===== config.mk =====
export PLATFORM = sky130hd
export DESIGN_NAME = dmaStream
export DESIGN_NICKNAME = d
export VERILOG_FILES = /design/src/rtl/dmaPkg.sv /design/src/rtl/dmaPath.sv /design/src/rtl/dmaCtrl.sv /design/src/rtl/dmaStream.sv
export SDC_FILE = /design/constraint.sdc
export NUM_CORES = 1
export LEC_CHECK = 0
export BUFFER_PORTS_ARGS = -buffer_cell sky130_fd_sc_hd__buf_4
export CAP_MARGIN = 20
export CORE_UTILIZATION = 50
export CTS_CLUSTER_SIZE = 30
export DETAILED_ROUTE_END_ITERATION = 8
export GPL_TIMING_DRIVEN = 0
export PLACE_DENSITY_LB_ADDON = 0.25
export SETUP_SLACK_MARGIN = 0.1
export SYNTH_ARGS = -nofsm -noshare
export SYNTH_HDL_FRONTEND = slang
export SYNTH_SLANG_ARGS = --single-unit

===== constraint.sdc =====
create_clock -name clk -period 6.75 [get_ports clk]
set_input_delay 1.0125 -clock clk [delete_from_list [all_inputs] [get_ports clk]]
set_output_delay 1.0125 -clock clk [all_outputs]
set_load 0.02 [all_outputs]

===== src/rtl/dmaPkg.sv =====
package dmaPkg;
  localparam logic [2:0] RA_CTRL  = 3'd0;
  localparam logic [2:0] RA_COUNT = 3'd1;
  localparam logic [2:0] RA_PADDR = 3'd2;
  localparam logic [2:0] RA_MADDR = 3'd3;
  localparam logic [2:0] RA_STAT  = 3'd4;
  localparam logic [2:0] RA_CLR   = 3'd5;

  localparam int B_EN = 0, B_TCIE = 1, B_TEIE = 2, B_DIR = 3, B_PINC = 4,
                 B_MINC = 5, B_PSIZE = 6, B_MSIZE = 8, B_CIRC = 10, B_CHSEL = 11;

  typedef struct packed {
    logic       dir;
    logic       pinc;
    logic       minc;
    logic [1:0] psize;
    logic [1:0] msize;
    logic       circ;
  } cfgT;

  typedef struct packed {
    logic load;
    logic capture;
    logic step;
    logic reload;
  } strbT;

  typedef enum logic [1:0] {ST_IDLE, ST_READ, ST_WRITE} stateT;

  function automatic logic [2:0] stepOf(input logic [1:0] s);
    case (s)
      2'd0:    return 3'd1;
      2'd1:    return 3'd2;
      default: return 3'd4;
    endcase
  endfunction
endpackage


===== src/rtl/dmaPath.sv =====
module dmaPath
  import dmaPkg::*;
#(
  parameter int ADDR_W = 32,
  parameter int DATA_W = 32,
  parameter int CNT_W  = 16
) (
  input  logic              clk,
  input  logic              rstN,
  input  strbT              strb,
  input  cfgT               cfg,
  input  logic [ADDR_W-1:0] pBase,
  input  logic [ADDR_W-1:0] mBase,
  input  logic [CNT_W-1:0]  cntInit,
  input  logic              inRead,
  input  logic [DATA_W-1:0] busRdata,
  output logic [ADDR_W-1:0] busAddr,
  output logic [1:0]        busSize,
  output logic [DATA_W-1:0] busWdata,
  output logic [CNT_W-1:0]  cnt,
  output logic              lastItem
);
  logic [ADDR_W-1:0] pCur, mCur;
  logic [DATA_W-1:0] dataLatch;
  logic [1:0]        srcSize, dstSize;
  logic [ADDR_W-1:0] srcAddr, dstAddr;

  function automatic logic [DATA_W-1:0] maskOf(input logic [1:0] s);
    case (s)
      2'd0:    return DATA_W'(8'hFF);
      2'd1:    return DATA_W'(16'hFFFF);
      default: return '1;
    endcase
  endfunction

  always_comb begin
    srcSize  = cfg.dir ? cfg.msize : cfg.psize;
    dstSize  = cfg.dir ? cfg.psize : cfg.msize;
    srcAddr  = cfg.dir ? mCur : pCur;
    dstAddr  = cfg.dir ? pCur : mCur;
    busAddr  = inRead ? srcAddr : dstAddr;
    busSize  = inRead ? srcSize : dstSize;
    busWdata = dataLatch;
    lastItem = (cnt == CNT_W'(1));
  end

  always_ff @(posedge clk) begin
    if (!rstN) begin
      pCur      <= '0;
      mCur      <= '0;
      cnt       <= '0;
      dataLatch <= '0;
    end else begin
      if (strb.load || strb.reload) begin
        pCur <= pBase;
        mCur <= mBase;
        cnt  <= cntInit;
      end else if (strb.step) begin
        if (cfg.pinc) pCur <= pCur + ADDR_W'(stepOf(cfg.psize));
        if (cfg.minc) mCur <= mCur + ADDR_W'(stepOf(cfg.msize));
        cnt <= cnt - CNT_W'(1);
      end
      if (strb.capture) dataLatch <= busRdata & maskOf(srcSize);
    end
  end

  // one completed item lowers the live count by exactly one
  a_r5_count_step: assert property (@(posedge clk) disable iff (!rstN)
    strb.step |=> cnt == $past(cnt) - CNT_W'(1));

  // a pointer without its increment flag keeps its address
  a_r3_fixed_ptr: assert property (@(posedge clk) disable iff (!rstN)
    strb.step && !cfg.pinc |=> pCur == $past(pCur));

  // circular wrap restores count and memory pointer
  a_r7_rewind: assert property (@(posedge clk) disable iff (!rstN)
    strb.reload |=> cnt == $past(cntInit) && mCur == $past(mBase));
endmodule


===== src/rtl/dmaCtrl.sv =====
module dmaCtrl
  import dmaPkg::*;
#(
  parameter int ADDR_W  = 32,
  parameter int DATA_W  = 32,
  parameter int CNT_W   = 16,
  parameter int NUM_REQ = 8,
  localparam int SEL_W  = $clog2(NUM_REQ)
) (
  input  logic              clk,
  input  logic              rstN,
  input  logic              regWe,
  input  logic [2:0]        regAddr,
  input  logic [DATA_W-1:0] regWdata,
  output logic [DATA_W-1:0] regRdata,
  input  logic [NUM_REQ-1:0] periphReq,
  output logic              busReq,
  output logic              busWe,
  input  logic              busReady,
  input  logic              busErr,
  output logic              irq,
  output cfgT               cfg,
  output logic [ADDR_W-1:0] pBase,
  output logic [ADDR_W-1:0] mBase,
  output logic [CNT_W-1:0]  cntInit,
  output strbT              strb,
  output logic              inRead,
  input  logic [CNT_W-1:0]  cnt,
  input  logic              lastItem
);
  stateT            state;
  logic             en, tcie, teie, tcF, teF;
  logic [SEL_W-1:0] chsel;
  logic             reqPrev, pending, reqSel, reqRise;
  logic             wrCtrl, wrCnt, wrPad, wrMad, wrClr;
  logic             startEn, done, okRead, okWrite, errHit;
  logic [DATA_W-1:0] ctrlWord;

  always_comb begin
    wrCtrl  = regWe && regAddr == RA_CTRL;
    wrCnt   = regWe && regAddr == RA_COUNT && !en;
    wrPad   = regWe && regAddr == RA_PADDR && !en;
    wrMad   = regWe && regAddr == RA_MADDR && !en;
    wrClr   = regWe && regAddr == RA_CLR;
    startEn = wrCtrl && !en && regWdata[B_EN] && state == ST_IDLE &&
              cntInit != '0;
    reqSel  = periphReq[chsel];
    reqRise = reqSel && !reqPrev;
    done    = busReq && busReady;
    errHit  = done && busErr;
    okRead  = done && !busErr && state == ST_READ;
    okWrite = done && !busErr && state == ST_WRITE;
    busReq  = state != ST_IDLE;
    busWe   = state == ST_WRITE;
    inRead  = state == ST_READ;
    strb.load    = startEn;
    strb.capture = okRead;
    strb.step    = okWrite && !(lastItem && cfg.circ);
    strb.reload  = okWrite && lastItem && cfg.circ;
    irq = (tcF && tcie) || (teF && teie);
  end

  always_comb begin
    ctrlWord = '0;
    ctrlWord[B_EN]   = en;
    ctrlWord[B_TCIE] = tcie;
    ctrlWord[B_TEIE] = teie;
    ctrlWord[B_DIR]  = cfg.dir;
    ctrlWord[B_PINC] = cfg.pinc;
    ctrlWord[B_MINC] = cfg.minc;
    ctrlWord[B_PSIZE +: 2] = cfg.psize;
    ctrlWord[B_MSIZE +: 2] = cfg.msize;
    ctrlWord[B_CIRC] = cfg.circ;
    ctrlWord[B_CHSEL +: SEL_W] = chsel;
    case (regAddr)
      RA_CTRL:  regRdata = ctrlWord;
      RA_COUNT: regRdata = DATA_W'(cnt);
      RA_PADDR: regRdata = DATA_W'(pBase);
      RA_MADDR: regRdata = DATA_W'(mBase);
      RA_STAT:  regRdata = DATA_W'({teF, tcF});
      default:  regRdata = '0;
    endcase
  end

  always_ff @(posedge clk) begin
    if (!rstN) begin
      state   <= ST_IDLE;
      en      <= 1'b0;
      tcie    <= 1'b0;
      teie    <= 1'b0;
      cfg     <= '0;
      chsel   <= '0;
      pBase   <= '0;
      mBase   <= '0;
      cntInit <= '0;
      tcF     <= 1'b0;
      teF     <= 1'b0;
      reqPrev <= 1'b0;
      pending <= 1'b0;
    end else begin
      reqPrev <= reqSel;
      pending <= en && ((pending && state != ST_IDLE) || reqRise);

      case (state)
        ST_IDLE:  if (en && pending) state <= ST_READ;
        ST_READ:  if (done) state <= busErr ? ST_IDLE : ST_WRITE;
        default:  if (done) state <= ST_IDLE;
      endcase

      if (wrCtrl && !en) begin
        tcie      <= regWdata[B_TCIE];
        teie      <= regWdata[B_TEIE];
        cfg.dir   <= regWdata[B_DIR];
        cfg.pinc  <= regWdata[B_PINC];
        cfg.minc  <= regWdata[B_MINC];
        cfg.psize <= regWdata[B_PSIZE +: 2];
        cfg.msize <= regWdata[B_MSIZE +: 2];
        cfg.circ  <= regWdata[B_CIRC];
        chsel     <= regWdata[B_CHSEL +: SEL_W];
      end
      if (wrCnt) cntInit <= regWdata[CNT_W-1:0];
      if (wrPad) pBase   <= regWdata[ADDR_W-1:0];
      if (wrMad) mBase   <= regWdata[ADDR_W-1:0];

      if (errHit || (okWrite && lastItem && !cfg.circ) ||
          (wrCtrl && en && !regWdata[B_EN]))
        en <= 1'b0;
      else if (startEn)
        en <= 1'b1;

      if (okWrite && lastItem)             tcF <= 1'b1;
      else if (wrClr && regWdata[0])       tcF <= 1'b0;
      if (errHit)                          teF <= 1'b1;
      else if (wrClr && regWdata[1])       teF <= 1'b0;
    end
  end

  // an unanswered phase keeps its request and kind
  a_r13_hold_req: assert property (@(posedge clk) disable iff (!rstN)
    busReq && !busReady |=> busReq && $stable(busWe));

  // an error response stops the stream and flags it
  a_r8_err_stop: assert property (@(posedge clk) disable iff (!rstN)
    busReq && busReady && busErr |=> !en && teF);

  // the final write of a one-shot run completes and disables
  a_r6_done_off: assert property (@(posedge clk) disable iff (!rstN)
    busReq && busWe && busReady && !busErr && lastItem && !cfg.circ
    |=> !en && tcF);
endmodule


===== src/rtl/dmaStream.sv =====
module dmaStream
  import dmaPkg::*;
#(
  parameter int ADDR_W  = 32,
  parameter int DATA_W  = 32,
  parameter int CNT_W   = 16,
  parameter int NUM_REQ = 8
) (
  input  logic               clk,
  input  logic               rstN,
  input  logic               regWe,
  input  logic [2:0]         regAddr,
  input  logic [DATA_W-1:0]  regWdata,
  output logic [DATA_W-1:0]  regRdata,
  input  logic [NUM_REQ-1:0] periphReq,
  output logic               busReq,
  output logic               busWe,
  output logic [ADDR_W-1:0]  busAddr,
  output logic [1:0]         busSize,
  output logic [DATA_W-1:0]  busWdata,
  input  logic [DATA_W-1:0]  busRdata,
  input  logic               busReady,
  input  logic               busErr,
  output logic               irq
);
  cfgT               cfg;
  strbT              strb;
  logic [ADDR_W-1:0] pBase, mBase;
  logic [CNT_W-1:0]  cntInit, cnt;
  logic              inRead, lastItem;

  dmaCtrl #(.ADDR_W(ADDR_W), .DATA_W(DATA_W), .CNT_W(CNT_W), .NUM_REQ(NUM_REQ)) uCtrl (
    .clk(clk), .rstN(rstN), .regWe(regWe), .regAddr(regAddr),
    .regWdata(regWdata), .regRdata(regRdata), .periphReq(periphReq),
    .busReq(busReq), .busWe(busWe), .busReady(busReady), .busErr(busErr),
    .irq(irq), .cfg(cfg), .pBase(pBase), .mBase(mBase), .cntInit(cntInit),
    .strb(strb), .inRead(inRead), .cnt(cnt), .lastItem(lastItem));

  dmaPath #(.ADDR_W(ADDR_W), .DATA_W(DATA_W), .CNT_W(CNT_W)) uPath (
    .clk(clk), .rstN(rstN), .strb(strb), .cfg(cfg), .pBase(pBase),
    .mBase(mBase), .cntInit(cntInit), .inRead(inRead), .busRdata(busRdata),
    .busAddr(busAddr), .busSize(busSize), .busWdata(busWdata), .cnt(cnt),
    .lastItem(lastItem));
endmodule


Word-level counts from Yosys, hierarchy flattened
Cells that the tools add are included.
{"block": "totals", "reg_bits": 212, "input_bits": 80, "wordCells": 140}
{"block": "op_classes", "addsub": 3, "magnitude_cmp": 1, "eq_ne": 13, "n_mux": 39, "n_bitwise": 2, "n_reduce_logical": 60}
{"op": "32-bit 2-to-1 mux", "count": 11}
{"op": "32-bit one-hot mux with 5 select lines", "count": 1}
{"op": "32-bit by 3-bit adder with 32-bit output", "count": 2}
{"op": "32-bit one-hot mux with 2 select lines", "count": 1}
{"op": "32-bit AND", "count": 1}
{"op": "1-bit logical AND", "count": 32}
{"op": "16-bit 2-to-1 mux", "count": 2}
{"op": "3-bit 2-to-1 mux", "count": 8}
{"op": "16-bit by 1-bit == test with 1-bit output (second input constant)", "count": 1}
{"op": "16-bit nonzero test", "count": 1}
{"op": "16-bit by 1-bit subtractor with 16-bit output (second input constant)", "count": 1}
{"op": "2-bit 2-to-1 mux", "count": 7}
{"op": "2-bit nonzero test", "count": 7}
{"op": "3-bit one-hot mux with 2 select lines", "count": 2}
{"op": "2-bit by 1-bit == test with 1-bit output (second input constant)", "count": 4}
{"op": "2-bit zero test", "count": 4}
{"op": "3-bit by 2-bit == test with 1-bit output (second input constant)", "count": 2}
{"op": "3-bit == test (second input constant)", "count": 2}
{"op": "1-bit zero test", "count": 6}
{"op": "1-bit logical OR", "count": 5}
{"op": "1-bit 2-to-1 mux", "count": 5}
{"op": "3-bit by 4-bit < comparator with 1-bit output (second input constant)", "count": 1}
{"op": "2-bit inequality test (second input constant)", "count": 2}
{"op": "2-bit one-hot mux with 2 select lines", "count": 1}
{"op": "8 further kinds", "count": 9}

Depth between registers and ports, before layout
{"block": "logic_depth", "ltp_word": 13, "ltp_mapped": 11, "depth_no_buf": 9}

By module
A second synthesis with hierarchy kept.
{"block": "hier_totals", "cells_unflattened": 1286, "area_unflattened_um2": 10253.6}
{"module": "dmaPath", "n_inst": 1, "cells_per_inst": 740, "area_each_um2": 5988.2, "seq_area_each_um2": 2242.2}
{"module": "dmaCtrl", "n_inst": 1, "cells_per_inst": 546, "area_each_um2": 4265.3, "seq_area_each_um2": 2001.9}

Worst setup path after synthesis
OpenSTA, ideal clock, no wires.
{"block": "synth_timing", "path_kind": "input to output", "startpoint": "input regAddr[2]", "endpoint": "output regRdata[10]", "t_arrival_ns": 2.397, "slack_ns": 3.341, "path_stages": 7, "path_buffers": 3, "path_cell_list": "buf_2 -> nand2b_1 -> nor2_1 -> clkbuf_1 -> clkbuf_1 -> a22oi_1 -> nand2_1"}
{"block": "synth_via", "elab_chain_len": 2, "word_cells_on_any_way": 6, "classes_between": "eq/ne: 4; mux: 1; reduce/logical: 1"}
{"item": "start: declaration", "line": "dmaStream.sv:12", "text": "input logic [2:0] regAddr,"}
{"item": "3-bit == test (tied with other cells)", "line": "dmaCtrl.sv:75", "text": "case (regAddr)"}
{"item": "32-bit one-hot mux with 5 select lines (*)", "line": "dmaCtrl.sv:75"}
{"item": "end: declaration", "line": "dmaStream.sv:14", "text": "output logic [DATA_W-1:0] regRdata,"}
Mark *: on every way between the ends. The rest lies on a longest branch, timed or not.

Final worst setup path
{"block": "layout_timing", "startpoint": "input regAddr[2]", "endpoint": "output regRdata[8]"}
Same word-level chain as after synthesis.

==> tab_implementation.tex <==
\begin{tabular}{lr}
\hline
Metric & Value \\
\hline
\multicolumn{2}{l}{\textbf{Drt}} \\
Average detailed-routed wire length per instance & 22.0 um \\
WL final & between 30000 and 40000 um \\
DRT antenna net count & 0 \\
Via-per-instance ratio & 6.26 \\
DRC & 0 \\
Drt first-iter violations & 1317 \\
Total vias in the final route & 11340 \\
TritonRoute pass-1 iters & 6 \\
\multicolumn{2}{l}{\textbf{Place}} \\
Input/output buffers & around 180 \\
Final weighted congestion in routability-driven placement & between 0.9 and 1 \\
HPWL reported at the end of detailed placement & $\sim$30000 um \\
\multicolumn{2}{l}{\textbf{STA}} \\
Setup violations, final & 0 \\
RSZ-0062 raised after global routing & false \\
Aggregate negative setup slack & 0 ns \\
Layout Skew & roughly 0.014 ns \\
Actual slew at the worst max-slew pin & about 1.1 ns \\
Hold Fails Final Rpt & 0 \\
Achievable clock frequency & 227 MHz \\
Ratio of final minimum period to clock period & around two thirds \\
Minimum period implied by the final worst setup slack & 4.41 ns \\
Worst-case hold slack & around 0.45 ns \\
Remaining max-slew budget at the tightest pin & between 20\% and 30\% \\
Number of max-slew violations in the final report & 0 \\
\multicolumn{2}{l}{\textbf{Yosys}} \\
Share of the synthesized area in compound gates (AO/OA/AOI/OAI) & between 20\% and 30\% \\
Commonest cells in the netlist & 318 x nand2\_1, 212 x dfxtp\_1, 158 x a21oi\_1, 71 x nor2\_1, 64 x clkbuf\_1 \\
Net count of the mapped netlist & 1416 \\
Number of enable flip-flop cells after synthesis & 0 \\
Largest family of logic cells by synthesized area & simple AND/OR/NAND/NOR gates \\
Mux cell area share after synthesis & 4.70\% \\
Number of library cell types mapped by synthesis & between 60 and 70 \\
Syn Area/Cell & 7.87 um2 \\
Post-Synth Simple-Gate Area & a little over a quarter \\
Fraction of post-synthesis cell area in the top cell type by area & 40.6\% \\
Number of instances in the synthesized netlist & 1326 \\
FFs w/ async S/R, synth & 0\% \\
Library cell with the highest instance count after synthesis & nand2\_1 \\
Synthesized-area fraction occupied by xor and xnor cells & less than 1\% \\
Cell accounting for the most synthesized area & dfxtp\_1 \\
Post-synth design cell area & $\sim$0.010 mm2 \\
Flip-flop and latch count after synthesis & 212 \\
Most common flop cell mapped by yosys & dfxtp\_1 \\
Share of the yosys chip area belonging to registers & around 41\% \\
Syn. warnings & 0 \\
Cell types occupying the most area after synthesis & dfxtp\_1 41\%, nand2\_1 11\%, a21oi\_1 7.6\% \\
Share of synthesized cell area in full adder, half adder and majority cells & under 10\% \\
\multicolumn{2}{l}{\textbf{Pwr}} \\
Fraction of power spent switching nets & between 20\% and 30\% \\
Sw Pwr & 646 uW \\
Worst ir drop on vdd & roughly 0.00016 V \\
Internal power of the cells & 2090 uW \\
Combinational fraction of design power & under 10\% \\
Overall power & between 2000 and 3000 uW \\
Power per unit of standard cell area & $\sim$210 mW/mm2 \\
Pleak & between 0.004 and 0.005 uW \\
Sequential Power Share & 46.7\% \\
Clock network power share & between 40 and 50\% \\
\multicolumn{2}{l}{\textbf{Setup path}} \\
Type of element capturing the critical path & primary output \\
Type of the worst setup path & input pin to primary output \\
Worst reg2reg setup slack & 3.33 ns \\
Startpoint kind of the worst setup timing path & input pin \\
Worst Path Arrival & between 3 and 4 ns \\
Max FO, Critical Path & 10 \\
Required arrival time at the worst endpoint & about 5.7 ns \\
\multicolumn{2}{l}{\textbf{Die}} \\
Floorplan row count & 52 \\
\# IOs & about 180 \\
Die H & about 150 um \\
Area of the placeable core & just over 0.02 mm2 \\
Die W & roughly 150 um \\
Effective utilization at floorplan & roughly half \\
Die Area & 0.0215 mm2 \\
\multicolumn{2}{l}{\textbf{Global route}} \\
Number of antenna violations at the first check in global routing & 0 \\
Vias in the first global route & roughly 10000 \\
Largest net degree at the start of global routing & 14 \\
Global-route usage over all layers & a little over a third \\
Grt total ovfl & 0 \\
Wire length of the first global-routing pass & 59000 um \\
\multicolumn{2}{l}{\textbf{Worst hold path}} \\
Worst min path class & flop to flop \\
\multicolumn{2}{l}{\textbf{Layout}} \\
Area growth from synthesis to final layout & 23.3\% \\
Share of cells above drive strength 1 & a little under 20\% \\
Number of filler cells placed in the layout & around 1900 \\
Post-Route Utilization & approximately 63\% \\
Nets & approximately 1600 \\
\multicolumn{2}{l}{\textbf{Clocking}} \\
Hold buffer count at cts & 0 \\
Number of buffers between clock root and the deepest sink & 3 \\
CTS buffer count & 23 \\
Clock insertion delay at the later pin of the skew report & about 0.52 ns \\
Clock sinks & 212 \\
CTS-repair resized insts & 0 \\
CTS H-Tree Depth & 1 \\
CTS tree & done \\
Post-CTS setup-driven buffer insertion count & 0 \\
Clock-pin slew on the worst setup and hold paths & roughly 0.06 ns \\
Clk root buf & clkbuf\_16 \\
\multicolumn{2}{l}{\textbf{Flow run}} \\
Maximum capacitance violations & 0 \\
\multicolumn{2}{l}{\textbf{Status}} \\
Status & finished, final reports clean \\
\hline
\end{tabular}
[through the flow]
| stage | worst slack [ns] | instance area [um2] | cells |
|---|---|---|---|
| after floorplan | 3.34 | 10400 | 1326 |
| after detailed placement | 2.46 | 12100 | 1773 |
| after global placement | 2.46 | 12100 | 1773 |
| after CTS | 2.46 | 12900 | 1811 |
| final | 2.34 | 12900 | 1812 |
| after global routing | 2.31 | 12900 | 1811 |
[power by group through the flow]
stage          combinational (uW)  sequential, uW  clock (uW)
3_5_place_dp                  155            1310           0
6_report                      161            1280        1300
5_1_grt                       167            1280        1340
4_1_cts                       156            1280        1290
3_3_place_gp                  154            1310           0
2_1_floorplan                70.7            1300           0
[registers in the layout, indices dropped and copies added (netlist names), 2 cells and up]
name	count
uCtrl.mBase	32
uCtrl.state	2
uPath.pCur	32
uCtrl.chsel	3
uPath.mCur	32
uPath.cnt	16
uPath.busWdata	32
uCtrl.pBase	32
uCtrl.cfg	8
uCtrl.cntInit	16
[routing by layer]
metal  global-route usage [%]  vias up  wire, um
met3                     7.78      102      4690
met2                     56.8      707     18100
li1                         -     5184         -
met5                        0        -         0
met1                     47.9     5347     15600
met4                     13.6        0      1510
[path summary, 6_finish.rpt]
kind,from,endpoint,cells past startpoint
setup / recovery,regAddr[2],regRdata[8],8
hold / removal,uPath.busWdata[4],uPath.busWdata[4],2
setup reg to reg,uPath.cnt[0],uPath.cnt[9],8
hold reg to reg,uPath.busWdata[4],uPath.busWdata[4],2
[kinds of logic after synthesis]
| kind of cell | after synthesis |
|---|---|
| mux | 42 |
| buf+inv | 103 |
| fa+ha+maj | 10 |
| flops | 212 |
| simple gates | 592 |
| xor+xnor | 7 |
| compound gates | 360 |
[layout by cell type, fill, tap and decap left out, types with 14 or more instances in the layout]
master	count
buf_2	18
buf_4	179
mux2_2	36
nor3_1	23
a31oi_1	29
a21oi_1	158
nand3_1	49
o21ai_0	22
clkbuf_16	23
nand4_1	24
clkbuf_1	66
dfxtp_1	212
nand2_1	318
nor2_1	71
a22oi_1	61
a22o_1	18
and3_1	14
[cell type report]
type,count,area [um2],share of cell area [%]
Sequential cell,212,4240,33.0
Clock inverter,6,82.6,0.642
Buffer,90,405,3.15
Antenna cell,1,2.50,0.0194
Inverter,13,48.8,0.379
Tap cell,270,338,2.62
Clock buffer,32,679,5.28
Timing Repair Buffer,177,1330,10.3
Multi-Input combinational cell,1011,5740,44.6
[worst max-delay path, cell delays in order]
cell and delay [ns]:
buf_2 0.18, nand2b_1 0.20, nor2_1 0.37, clkbuf_1 0.53, clkbuf_1 0.54, a22oi_1 0.24
nand2_1 0.16, buf_4 0.15
(Power assumes the default switching activity.)
